## src/rtl/pwmreg_pkg.sv

```systemverilog
package pwmreg_pkg;

    localparam int DATA_W = 8;
    localparam int DIV_W  = 2;
    localparam int DEAD_W = 3;

    // Control register layout, most significant field first.
    typedef struct packed {
        logic              lock;
        logic              stop;
        logic              mode;
        logic [DIV_W-1:0]  div;
        logic [DEAD_W-1:0] dead;
    } ctrl_t;

    localparam int CTRL_W = $bits(ctrl_t);

    // Default: unlocked, stopped, 8-bit mode, divide by 1, dead-time 7.
    localparam ctrl_t CTRL_RST = 8'b0100_0111;

    // Host bus signals as seen inside the clock domain.
    typedef struct packed {
        logic              wr_n;
        logic              cs_n;
        logic              sel;
        logic [DATA_W-1:0] data;
    } bus_t;

    localparam bus_t BUS_IDLE = '{wr_n: 1'b1, cs_n: 1'b1, sel: 1'b0, data: '0};

endpackage

```

## src/rtl/pwmreg_bus_sync.sv

```systemverilog
module pwmreg_bus_sync
    import pwmreg_pkg::*;
#(
    parameter int STAGES = 2
) (
    input  logic clk,
    input  logic rst_n,
    input  bus_t bus_i,
    output bus_t bus_o
);

    typedef struct packed {
        bus_t [STAGES-1:0] stage;
    } state_t;

    state_t s_d, s_q;

    always_comb begin
        s_d = s_q;
        s_d.stage[0] = bus_i;
        for (int i = 1; i < STAGES; i++) begin
            s_d.stage[i] = s_q.stage[i-1];
        end
    end

    always_ff @(posedge clk or negedge rst_n) begin
        if (!rst_n) begin
            for (int i = 0; i < STAGES; i++) begin
                s_q.stage[i] <= BUS_IDLE;
            end
        end else begin
            s_q <= s_d;
        end
    end

    assign bus_o = s_q.stage[STAGES-1];

endmodule

```

## src/rtl/pwmreg_strobe_detect.sv

```systemverilog
module pwmreg_strobe_detect
    import pwmreg_pkg::*;
(
    input  logic              clk,
    input  logic              rst_n,
    input  bus_t              bus_i,
    output logic              pulse_o,
    output logic              sel_o,
    output logic [DATA_W-1:0] data_o
);

    typedef struct packed {
        logic wr_prev;
    } state_t;

    state_t s_d, s_q;

    always_comb begin
        s_d = s_q;
        s_d.wr_prev = bus_i.wr_n;
    end

    always_ff @(posedge clk or negedge rst_n) begin
        if (!rst_n) begin
            s_q.wr_prev <= 1'b1;
        end else begin
            s_q <= s_d;
        end
    end

    // Low-to-high strobe transition qualified by an active chip-select.
    assign pulse_o = bus_i.wr_n & ~s_q.wr_prev & ~bus_i.cs_n;
    assign sel_o   = bus_i.sel;
    assign data_o  = bus_i.data;

endmodule

```

## src/rtl/pwmreg_file.sv

```systemverilog
module pwmreg_file
    import pwmreg_pkg::*;
(
    input  logic              clk,
    input  logic              rst_n,
    input  logic              wr_pulse,
    input  logic              wr_sel,
    input  logic [DATA_W-1:0] wr_data,
    output logic [DATA_W-1:0] pw_o,
    output ctrl_t             ctrl_o
);

    typedef struct packed {
        logic [DATA_W-1:0] pw;
        ctrl_t             ctrl;
    } state_t;

    state_t s_d, s_q;
    ctrl_t  wr_ctrl;

    assign wr_ctrl = ctrl_t'(wr_data[CTRL_W-1:0]);

    always_comb begin
        s_d = s_q;
        if (wr_pulse) begin
            if (wr_sel) begin
                if (s_q.ctrl.lock) begin
                    s_d.ctrl.stop = wr_ctrl.stop;
                end else begin
                    s_d.ctrl = wr_ctrl;
                end
            end else begin
                s_d.pw = wr_data;
            end
        end
    end

    always_ff @(posedge clk or negedge rst_n) begin
        if (!rst_n) begin
            s_q.pw   <= '0;
            s_q.ctrl <= CTRL_RST;
        end else begin
            s_q <= s_d;
        end
    end

    assign pw_o   = s_q.pw;
    assign ctrl_o = s_q.ctrl;

endmodule

```

## src/rtl/pwm_ctrl_regs.sv

```systemverilog
module pwm_ctrl_regs
    import pwmreg_pkg::*;
#(
    parameter int SYNC_STAGES = 2
) (
    input  logic              clk,
    input  logic              rst_n,
    input  logic              bus_cs_n,
    input  logic              bus_wr_n,
    input  logic              bus_sel,
    input  logic [DATA_W-1:0] bus_data,
    output logic [DATA_W-1:0] pw_value,
    output logic              ctrl_lock,
    output logic              ctrl_stop,
    output logic              ctrl_mode,
    output logic [DIV_W-1:0]  ctrl_div,
    output logic [DEAD_W-1:0] ctrl_dead
);

    bus_t              bus_raw;
    bus_t              bus_sync;
    logic              wr_pulse;
    logic              wr_sel;
    logic [DATA_W-1:0] wr_data;
    ctrl_t             ctrl_q;

    assign bus_raw = '{wr_n: bus_wr_n, cs_n: bus_cs_n, sel: bus_sel, data: bus_data};

    pwmreg_bus_sync #(
        .STAGES(SYNC_STAGES)
    ) i_sync (
        .clk  (clk),
        .rst_n(rst_n),
        .bus_i(bus_raw),
        .bus_o(bus_sync)
    );

    pwmreg_strobe_detect i_detect (
        .clk    (clk),
        .rst_n  (rst_n),
        .bus_i  (bus_sync),
        .pulse_o(wr_pulse),
        .sel_o  (wr_sel),
        .data_o (wr_data)
    );

    pwmreg_file i_regs (
        .clk     (clk),
        .rst_n   (rst_n),
        .wr_pulse(wr_pulse),
        .wr_sel  (wr_sel),
        .wr_data (wr_data),
        .pw_o    (pw_value),
        .ctrl_o  (ctrl_q)
    );

    assign ctrl_lock = ctrl_q.lock;
    assign ctrl_stop = ctrl_q.stop;
    assign ctrl_mode = ctrl_q.mode;
    assign ctrl_div  = ctrl_q.div;
    assign ctrl_dead = ctrl_q.dead;

endmodule

```

## config.mk

```make
export PLATFORM = sky130hd
export DESIGN_NAME = pwm_ctrl_regs
export DESIGN_NICKNAME = d
export VERILOG_FILES = /design/src/rtl/pwmreg_pkg.sv /design/src/rtl/pwmreg_bus_sync.sv /design/src/rtl/pwmreg_strobe_detect.sv /design/src/rtl/pwmreg_file.sv /design/src/rtl/pwm_ctrl_regs.sv
export SDC_FILE = /design/constraint.sdc
export NUM_CORES = 1
export LEC_CHECK = 0
export BUFFER_PORTS_ARGS = -buffer_cell sky130_fd_sc_hd__buf_2
export CAP_MARGIN = 15
export CORE_MARGIN = 2
export CORE_UTILIZATION = 54
export CTS_CLUSTER_DIAMETER = 120
export DETAILED_ROUTE_END_ITERATION = 10
export HOLD_SLACK_MARGIN = 0.1
export PLACE_DENSITY_LB_ADDON = 0.08
export SLEW_MARGIN = 20
export SYNTH_ARGS = -nofsm -noshare
export SYNTH_HDL_FRONTEND = slang
export SYNTH_SLANG_ARGS = --single-unit
```

## constraint.sdc

```tcl
create_clock -name clk -period 2.3 [get_ports clk]
set_input_delay 0.115 -clock clk [delete_from_list [all_inputs] [get_ports clk]]
set_output_delay 0.115 -clock clk [all_outputs]
set_load 0.02 [all_outputs]
```

==> impl_metrics.env <==
export IMPL_gr_max_usage_layer="met2"
export IMPL_initial_core_util=0.5694
export IMPL_grt_use_total=0.1694
export IMPL_die_area_um2=2711
export IMPL_numCtsBuffers=5
export IMPL_status="finished clean"
export IMPL_crit_path_start_kind="flop"
export IMPL_layout_drive_gt1_share=0.5660
export IMPL_synth_distinct_cells=9
export IMPL_wl_um=1841
export IMPL_synthCells=59
export IMPL_cts_sinks=39
export IMPL_port_buffers=28
export IMPL_p_per_area_nw_per_um2=935.6
export IMPL_finalHoldViolations=0
export IMPL_clk_latency_ns=0.33
export IMPL_antennaDiodeCount=0
export IMPL_routabilityCongestion=0.6636
export IMPL_place_inst=114
export IMPL_slew_headroom=0.4676
export IMPL_grt_ovfl_total=0
export IMPL_fin_crit_ns=1.583
export IMPL_hold_path_class="flop to flop"
export IMPL_drc_errors=0
export IMPL_grt_pass1_wl_um=2994
export IMPL_post_drt_wl_per_cell_um=13.74
export IMPL_critPathKind="flop to flop"
export IMPL_setup_violations=0
export IMPL_postSynthAreaPerCell_um2=21.14
export IMPL_maxSlewViolCount=0
export IMPL_via_count=649
export IMPL_grt_max_degree=40
export IMPL_synth_nets=72
export IMPL_synth_enable_flop_cells=0
export IMPL_cts_buffer_depth=2
export IMPL_fillers=152
export IMPL_fin_cells=134
export IMPL_end_kind="flop"
export IMPL_cts_clk_slew_worst_paths_ns=0.10
export IMPL_worst_pin_slew_ns=0.7987
export IMPL_synthTopCellsByCount="30 x dfrtp_1, 9 x dfstp_2, 9 x mux2_2"
export IMPL_first_pass_iters=3
export IMPL_cts_htree_levels=2
export IMPL_cp_required_ns=2.53
export IMPL_root_buffer="clkbuf_4"
export IMPL_io_pins=29
export IMPL_die_h_um=52.07
export IMPL_cts_resized=0
export IMPL_yosys_warnings=0
export IMPL_route_antenna_remaining_nets=0
export IMPL_antenna_found_initial=0
export IMPL_cts_tree="yes"
export IMPL_tns_ns=0
export IMPL_grt_util_met1=0.1774
export IMPL_rows=17
export IMPL_ir_worst_vdd_uv=627.9
export IMPL_gr_usage_met3=0.08621
export IMPL_yosysMostFrequentCell="dfrtp_1"
export IMPL_drt_iter0_markers=8
export IMPL_crit_chain="nor4b_4 > mux2_2"
export IMPL_cpMaxStageDelayCell="dfstp_2"
export IMPL_mappedNetlistArea_um2=1247
export IMPL_yosys_register_bits=39
export IMPL_final_period_utilization=0.6882
export IMPL_nets=118
export IMPL_yosysTopAreaCell="dfrtp_1"
export IMPL_path_max_fanout=8
export IMPL_synthArstFlopShare=1.000
export IMPL_dpl_hpwl_um=1163
export IMPL_viasPerCell=4.843
export IMPL_die_x_um=52.07
export IMPL_synthTopCellsByArea="dfrtp_1 60%, dfstp_2 19%, mux2_2 8.1%"
export IMPL_arrival_ns=1.81
export IMPL_area_delta_synth_final_pct=26.78
export IMPL_drv_cap=0
export IMPL_p_leak_uw=0.0007352
export IMPL_rsz0062_at_grt="no"
export IMPL_fmax_ghz=0.6317
export IMPL_ys_seq_area_frac=0.7914
export IMPL_cp_top_family="flip-flops"
export IMPL_core_um2=2191
export IMPL_cp_num_buf_inv=0
export IMPL_slowest_delay_ns=0.55
export IMPL_met2_usage=0.2806
export IMPL_postCtsSetupRepairBufs=0
export IMPL_grt_pass1_vias=674
export IMPL_synth_main_ff_cell="dfrtp_1"
export IMPL_synth_top_area_frac=0.6018
export IMPL_fin_skew_ns=0.007867
[state kept, by name (all words and copies together) (netlist names)]
signal / flops
i_sync.s_d: 11
i_regs.pw_o: 8
i_sync.bus_o: 11
i_regs.ctrl_o: 8
i_detect.s_q: 1
[final timing paths]
| path | start | to | cells after the start | slack, ns |
|---|---|---|---|---|
| min reg2reg | i_sync.s_d[15] | i_sync.bus_o[4] | 0 | 0.36 |
| max | i_sync.bus_o[10] | i_regs.pw_o[0] | 2 | 0.72 |
| min in group asynchronous | rst_n | i_regs.pw_o[1] | 2 | 0.39 |
| max reg2reg | i_sync.bus_o[10] | i_regs.pw_o[0] | 2 | 0.72 |
| max in group asynchronous | rst_n | i_sync.s_d[14] | 2 | 1.39 |
| min | i_sync.s_d[15] | i_sync.bus_o[4] | 0 | 0.36 |
[stage by stage]
step	cell area [um^2]	worst slack [ns]	hold WS, ns	total power [uW]	util
floorplan	1247	0.8704	-0.1806	1051	-
global placement	1411	0.7092	0.2200	1160	0.6442
detailed placement	1411	0.6983	0.2212	1168	0.6442
CTS	1582	0.6799	0.3608	1504	0.7219
global route	1582	0.6231	0.3678	1561	0.7219
finish	1582	0.7171	0.3586	1480	0.7219
[cell type report]
type / count / area (um^2) / share of cell area
Sequential cell: 39 / 987.2 / 0.6242
Timing Repair Buffer: 40 / 260.3 / 0.1646
Multi-Input combinational cell: 19 / 249.0 / 0.1574
Clock buffer: 7 / 45.04 / 0.02848
Tap cell: 28 / 35.03 / 0.02215
Clock inverter: 1 / 5.005 / 0.003165
[metal layers]
metal / part of all wire / routed length [um]
met5: 0 / 0
met3: 0.068 / 125
met2: 0.52 / 951
met1: 0.39 / 724
met4: 0.022 / 40
[logic make-up after synthesis]
group / count (synthesis) / share of synthesized area
AO/OA/AOI/OAI: 1 / 0.006020
buffers and inverters: 1 / 0.009026
AND/OR/NAND/NOR: 3 / 0.04011
multiplexers: 15 / 0.1535
flip-flops: 39 / 0.7914
[layout by cell type, fill, tap and decap left out]
| cell | count |
|---|---|
| dfstp_2 | 9 |
| dfrtp_1 | 30 |
| buf_2 | 28 |
| nor2b_4 | 1 |
| mux2_4 | 6 |
| nor4b_4 | 1 |
| clkbuf_1 | 2 |
| mux2_2 | 9 |
| dlygate4sd3_1 | 12 |
| clkinv_2 | 1 |
| a21o_1 | 1 |
| and4bb_1 | 1 |
| clkbuf_4 | 5 |
[power breakdown]
part	switching [uW]	internal [uW]	total, uW
registers	50.3	801	851
clock network	196	119	315
logic	164	150	314
total	409	1070	1480
[repair_timing]
action / CTS / global route
hold buffers: 12 / 0
endpoints found under the setup margin: 0 / 0
hold endpoints to repair: 41 / 0
No activity file was read; power rests on OpenSTA's default activity.
